<file path="src/rtl/drc_pkg.sv">
package drc_pkg;

    localparam int unsigned CTRL_W = 8;

    localparam int unsigned B_ERASE    = 0;
    localparam int unsigned B_DBG_OFF  = 1;
    localparam int unsigned B_HALT     = 2;
    localparam int unsigned B_SYS_RST  = 3;
    localparam int unsigned B_CORE_HLD = 4;
    localparam int unsigned B_LP_REQ   = 5;
    localparam int unsigned B_LP_ACK   = 6;
    localparam int unsigned B_STAT_CLR = 7;

    typedef logic [CTRL_W-1:0] ctrl_t;

    typedef struct packed {
        logic cap;
        logic hold;
    } lp_st_t;

endpackage

</file>
<file path="src/rtl/drc_ctrl_reg.sv">
module drc_ctrl_reg
    import drc_pkg::*;
(
    input  logic  clk_i,
    input  logic  rst_n_i,
    input  logic  wr_en_i,
    input  ctrl_t wr_data_i,
    input  logic  erase_clr_i,
    input  logic  lp_exit_i,
    output ctrl_t ctrl_o
);

    ctrl_t ctrl_d, ctrl_q;

    always_comb begin
        ctrl_d = ctrl_q;
        if (wr_en_i) begin
            for (int unsigned i = 0; i < CTRL_W; i++) begin
                if (i == B_ERASE)
                    ctrl_d[i] = ctrl_q[i] | wr_data_i[i];
                else
                    ctrl_d[i] = wr_data_i[i];
            end
        end
        if (erase_clr_i)
            ctrl_d[B_ERASE] = 1'b0;
        if (lp_exit_i) begin
            ctrl_d[B_LP_REQ] = 1'b0;
            ctrl_d[B_LP_ACK] = 1'b0;
        end
    end

    always_ff @(posedge clk_i or negedge rst_n_i) begin
        if (!rst_n_i)
            ctrl_q <= '0;
        else
            ctrl_q <= ctrl_d;
    end

    assign ctrl_o = ctrl_q;

    a_r3_erase_clear: assert property (@(posedge clk_i) disable iff (!rst_n_i)
        erase_clr_i |=> !ctrl_o[B_ERASE]);

    a_r10_exit_clears: assert property (@(posedge clk_i) disable iff (!rst_n_i)
        lp_exit_i |=> (!ctrl_o[B_LP_REQ] && !ctrl_o[B_LP_ACK]));

endmodule

</file>
<file path="src/rtl/drc_erase_ctl.sv">
module drc_erase_ctl (
    input  logic clk_i,
    input  logic rst_n_i,
    input  logic erase_bit_i,
    input  logic erase_en_i,
    input  logic erase_done_i,
    input  logic rst_seq_i,
    output logic erase_clr_o,
    output logic erase_req_o
);

    logic prev_d, prev_q;

    always_comb begin
        prev_d = erase_bit_i;
    end

    always_ff @(posedge clk_i or negedge rst_n_i) begin
        if (!rst_n_i)
            prev_q <= 1'b0;
        else
            prev_q <= prev_d;
    end

    assign erase_req_o = erase_bit_i & ~prev_q & erase_en_i;
    assign erase_clr_o = erase_done_i | rst_seq_i;

    a_r4_single_pulse: assert property (@(posedge clk_i) disable iff (!rst_n_i)
        erase_req_o |=> !erase_req_o);

endmodule

</file>
<file path="src/rtl/drc_core_seq.sv">
module drc_core_seq (
    input  logic clk_i,
    input  logic rst_n_i,
    input  logic rst_seq_i,
    input  logic hold_bit_i,
    output logic core_rst_o
);

    logic held_d, held_q;

    always_comb begin
        if (rst_seq_i)
            held_d = hold_bit_i;
        else
            held_d = held_q & hold_bit_i;
    end

    always_ff @(posedge clk_i or negedge rst_n_i) begin
        if (!rst_n_i)
            held_q <= 1'b0;
        else
            held_q <= held_d;
    end

    assign core_rst_o = rst_seq_i | held_q;

    a_r8_release: assert property (@(posedge clk_i) disable iff (!rst_n_i)
        (!rst_seq_i && held_q && !hold_bit_i) |=> !held_q);

    a_r8_no_spurious_hold: assert property (@(posedge clk_i) disable iff (!rst_n_i)
        (!rst_seq_i && !held_q) |=> !held_q);

endmodule

</file>
<file path="src/rtl/drc_lp_hold.sv">
module drc_lp_hold
    import drc_pkg::*;
(
    input  logic clk_i,
    input  logic rst_n_i,
    input  logic lp_enter_i,
    input  logic lp_exit_i,
    input  logic req_bit_i,
    input  logic ack_bit_i,
    input  logic sys_rst_bit_i,
    output logic sys_rst_o
);

    lp_st_t st_d, st_q;

    always_comb begin
        st_d = st_q;
        if (lp_enter_i)
            st_d.cap = req_bit_i;
        if (lp_exit_i) begin
            st_d.hold = st_q.cap;
            st_d.cap  = 1'b0;
        end else if (ack_bit_i) begin
            st_d.hold = 1'b0;
        end
    end

    always_ff @(posedge clk_i or negedge rst_n_i) begin
        if (!rst_n_i)
            st_q <= '0;
        else
            st_q <= st_d;
    end

    assign sys_rst_o = sys_rst_bit_i | st_q.hold;

    a_r9_hold_on_exit: assert property (@(posedge clk_i) disable iff (!rst_n_i)
        (lp_exit_i && st_q.cap) |=> sys_rst_o);

    a_r9_hold_until_ack: assert property (@(posedge clk_i) disable iff (!rst_n_i)
        (st_q.hold && !ack_bit_i && !lp_exit_i) |=> st_q.hold);

endmodule

</file>
<file path="src/rtl/dbg_rst_ctrl.sv">
module dbg_rst_ctrl
    import drc_pkg::*;
(
    input  logic       clk_i,
    input  logic       por_n_i,
    input  logic       wr_en_i,
    input  logic [7:0] wr_data_i,
    output logic [7:0] rd_data_o,
    input  logic       erase_en_i,
    input  logic       erase_done_i,
    input  logic       rst_seq_i,
    input  logic       lp_enter_i,
    input  logic       lp_exit_i,
    output logic       erase_req_o,
    output logic       dbg_off_o,
    output logic       halt_req_o,
    output logic       sys_rst_o,
    output logic       core_rst_o,
    output logic       lp_stat_clr_o
);

    ctrl_t ctrl;
    logic  erase_clr;

    drc_ctrl_reg i_reg (
        .clk_i       (clk_i),
        .rst_n_i     (por_n_i),
        .wr_en_i     (wr_en_i),
        .wr_data_i   (wr_data_i),
        .erase_clr_i (erase_clr),
        .lp_exit_i   (lp_exit_i),
        .ctrl_o      (ctrl)
    );

    drc_erase_ctl i_erase (
        .clk_i        (clk_i),
        .rst_n_i      (por_n_i),
        .erase_bit_i  (ctrl[B_ERASE]),
        .erase_en_i   (erase_en_i),
        .erase_done_i (erase_done_i),
        .rst_seq_i    (rst_seq_i),
        .erase_clr_o  (erase_clr),
        .erase_req_o  (erase_req_o)
    );

    drc_core_seq i_core (
        .clk_i      (clk_i),
        .rst_n_i    (por_n_i),
        .rst_seq_i  (rst_seq_i),
        .hold_bit_i (ctrl[B_CORE_HLD]),
        .core_rst_o (core_rst_o)
    );

    drc_lp_hold i_lp (
        .clk_i         (clk_i),
        .rst_n_i       (por_n_i),
        .lp_enter_i    (lp_enter_i),
        .lp_exit_i     (lp_exit_i),
        .req_bit_i     (ctrl[B_LP_REQ]),
        .ack_bit_i     (ctrl[B_LP_ACK]),
        .sys_rst_bit_i (ctrl[B_SYS_RST]),
        .sys_rst_o     (sys_rst_o)
    );

    assign rd_data_o     = ctrl;
    assign dbg_off_o     = ctrl[B_DBG_OFF];
    assign halt_req_o    = ctrl[B_HALT];
    assign lp_stat_clr_o = ctrl[B_STAT_CLR];

    a_r6_sysrst_bit: assert property (@(posedge clk_i) disable iff (!por_n_i)
        rd_data_o[B_SYS_RST] |-> sys_rst_o);

endmodule

</file>
<file path="config.mk">
export PLATFORM = sky130hd
export DESIGN_NAME = dbg_rst_ctrl
export DESIGN_NICKNAME = d
export VERILOG_FILES = /design/src/rtl/drc_pkg.sv /design/src/rtl/drc_ctrl_reg.sv /design/src/rtl/drc_erase_ctl.sv /design/src/rtl/drc_core_seq.sv /design/src/rtl/drc_lp_hold.sv /design/src/rtl/dbg_rst_ctrl.sv
export SDC_FILE = /design/constraint.sdc
export NUM_CORES = 1
export LEC_CHECK = 0
export ABC_CLOCK_PERIOD_IN_PS = 920
export BUFFER_PORTS_ARGS = -buffer_cell sky130_fd_sc_hd__buf_2
export CAP_MARGIN = 15
export CORE_MARGIN = 3
export CORE_UTILIZATION = 41
export CTS_CLUSTER_SIZE = 16
export DETAILED_ROUTE_END_ITERATION = 10
export PLACE_DENSITY = 0.79
export SLEW_MARGIN = 20
export SYNTH_ARGS = -nofsm -noshare
export SYNTH_HDL_FRONTEND = slang
export SYNTH_SLANG_ARGS = --single-unit
</file>
<file path="constraint.sdc">
create_clock -name clk_i -period 0.92 [get_ports clk_i]
set_input_delay 0.138 -clock clk_i [delete_from_list [all_inputs] [get_ports clk_i]]
set_output_delay 0.138 -clock clk_i [all_outputs]
set_load 0.01 [all_outputs]
</file>
==> flow_metrics.tcl <==
set metrics [dict create \
    vias 414 \
    fin_nets 94 \
    synth_nets 58 \
    gp_congestion 0.656 \
    violations "setup timing" \
    synthToLayoutAreaGrowth_pct 44.3 \
    grt_pass1_wl_mm 1.75 \
    place.detailed.hpwl_um 741 \
    ys_warn_count 0 \
    p_leak_nw 0.437 \
    track_usage_pct 12.9 \
    peakVddDrop_uv 835 \
    synth.distinct_cells 14 \
    dpl.cell_count 78 \
    grt_pass1_vias 393 \
    r2r_start "i_reg.ctrl_o[3]" \
    clock_latency_ps 260 \
    synthFlopType "dfrtp_1" \
    drtAntennaViolNets 0 \
    ioPinCount 30 \
    syn-cell-area_um2 539 \
    cts_root_buffer "clkbuf_4" \
    cap_violations 0 \
    antenna_found_initial 0 \
    final_area_um2 778 \
    synth_most_common_cell "dfrtp_1" \
    rows 12 \
    dpl_cell_area_um2 646 \
    preCtsSetupSlack_ps 3.39 \
    fin_skew_ps 0.735 \
    max_slew.worst_pin.slew_ps 273 \
    relSlewSlack_pct 81.8 \
    synth_common_cells "12 x dfrtp_1, 8 x buf_4, 5 x mux2_4" \
    async_reset_ff_share_pct 100 \
    reg2reg_depth 3 \
    hold_path.class "in -> reg" \
    antennaDiodeCount 0 \
    ys_ff_latch 12 \
    crit_end "sys_rst_o" \
    avgViaCountPerCell 4.55 \
    fill_cells 107 \
    htree_num_levels 1 \
    core_um2 1170 \
    die_w_um 42.3 \
    cts_tree "yes" \
    die_h_um 42.3 \
    drt_first_iter_violations 3 \
    route.detailed.drc 0 \
    drt_first_pass_iters 3 \
    die-area_um2 1790 \
    worstSetupStartpointType "flip-flop" \
    synthTopCellsByArea "dfrtp_1 56%, mux2_4 14%, buf_4 11%" \
    port_buffers 29 \
    drive_above_1_share_pct 63.6 \
    timing.final.ws_setup_ps -220 \
    status "complete, but fails checks" \
    start_util_pct 46.0 \
    r2r_setup_slack_ps -50 \
    worstReg2RegEnd "i_reg.ctrl_o[3]" \
    cp_max_fo 2 \
    post_layout_nonfiller_instances 91 \
    cts.clk_slew.worst_paths_ps 70 \
    crit_type "reg -> out" \
    period_share_pct 124 \
    synth_edf_count 0 \
    cts_buffer_depth 2 \
    fmax_ghz 0.878 \
    avgSynthCellArea_um2 12.8 \
    critPathLaunch "i_lp.st_q[0]" \
    seqCellArea_um2 300 \
    drt-total-wl_mm 1.00 \
    finish.utilization_pct 66.5 \
    overflow 0 \
    p_per_area_nw_per_um2 1620 \
    hold_slack_ps 20.1 \
    synth_area_leader_cell "dfrtp_1" \
    drv_slew 0 \
    period_needed_ps 1140 \
    end_kind "output pin" \
    crit_arrival_ps 1000 \
    finalSetupViolations 14 \
    synth_cells 42 \
    rsz0062_at_grt "yes" \
    cts_buffers 3 \
    avgRoutedWirePerCell_um 11.0 \
    multiInputGateArea_um2 170 \
    hold_viol_final 0 \
    ys_seq_area_share_pct 55.7 \
    crit_required_ps 780 \
    grt_max_degree 13 \
    yosysTopAreaCellShare_pct 55.7 \
    cts.sink_count 12 \
]
## layer usage
layer	vias to the layer above	global-route usage (%)	wire (um)
met5	-	0	0
met4	0	5.59	8
met3	2	3.86	60
met2	15	19.8	508
met1	194	16.8	424
li1	203	-	-
## where the power goes
group	leakage, nW	internal, mW	total, mW	switching, mW
logic	0.264	0.170	0.276	0.106
clock network	0.0210	0.240	0.399	0.159
registers	0.152	0.565	0.585	0.0204
total	0.437	0.975	1.26	0.285
## worst min-delay path by stage
stage	startpoint	to	slack (ps)	cells past startpoint
2_1_floorplan	por_n_i	i_core.held_q	-160	0
3_3_place_gp	por_n_i	i_erase.prev_q	20	1
3_5_place_dp	por_n_i	i_erase.prev_q	20	1
4_1_cts	erase_done_i	i_reg.ctrl_o[0]	9	2
5_1_grt	erase_done_i	i_reg.ctrl_o[0]	10	2
6_report	erase_done_i	i_reg.ctrl_o[0]	20	2
## stage by stage
step                      setup TNS [ps]  power (mW)
after floorplan                        0       0.735
after global placement                 0       0.799
after detailed placement               0       0.804
after CTS                          -1010        1.26
after global routing               -1470        1.34
final                               -762        1.26
## state kept, by name, indices dropped and copies added, names as in the netlist
register        cells
i_core.held_q       1
i_lp.st_q           2
i_erase.prev_q      1
i_reg.ctrl_o        8
## layout by cell type, fill, tap and decap left out, drive strengths merged
| cell | n |
|---|---|
| o21ai | 1 |
| dfrtp | 12 |
| nor3 | 1 |
| or2 | 2 |
| dlygate4sd3 | 1 |
| nand2 | 2 |
| buf | 39 |
| nand2b | 1 |
| a21oi | 1 |
| mux2 | 5 |
| and2 | 1 |
| nor2 | 4 |
| clkbuf | 4 |
| mux2i | 3 |
## worst max-delay path: stages (launching register included)
cell and delay, ps:
dfrtp_1 380, or2_4 250, buf_6 120
## cell families after synthesis
| kind of cell | share of synthesized area (%) |
|---|---|
| flip-flops | 55.7 |
| buffers and inverters | 13.2 |
| AO/OA/AOI/OAI | 1.85 |
| multiplexers | 19.5 |
| AND/OR/NAND/NOR | 9.75 |
## area by class of cell
class	count	share of cell area (%)
Multi-Input combinational cell	21	21.9
Timing Repair Buffer	40	32.6
Tap cell	14	2.25
Clock buffer	4	4.66
Sequential cell	12	38.6
## timing repair
| item | in CTS | in global routing |
|---|---|---|
| endpoints found under the hold margin | 12 | 0 |
| hold buffers | 1 | 0 |
| pin swaps | 1 | 1 |
| gates resized for setup | 4 | 3 |
| setup buffers | 6 | 3 |
| endpoints found under the setup margin | 14 | 16 |
(Power assumes the default switching activity.)
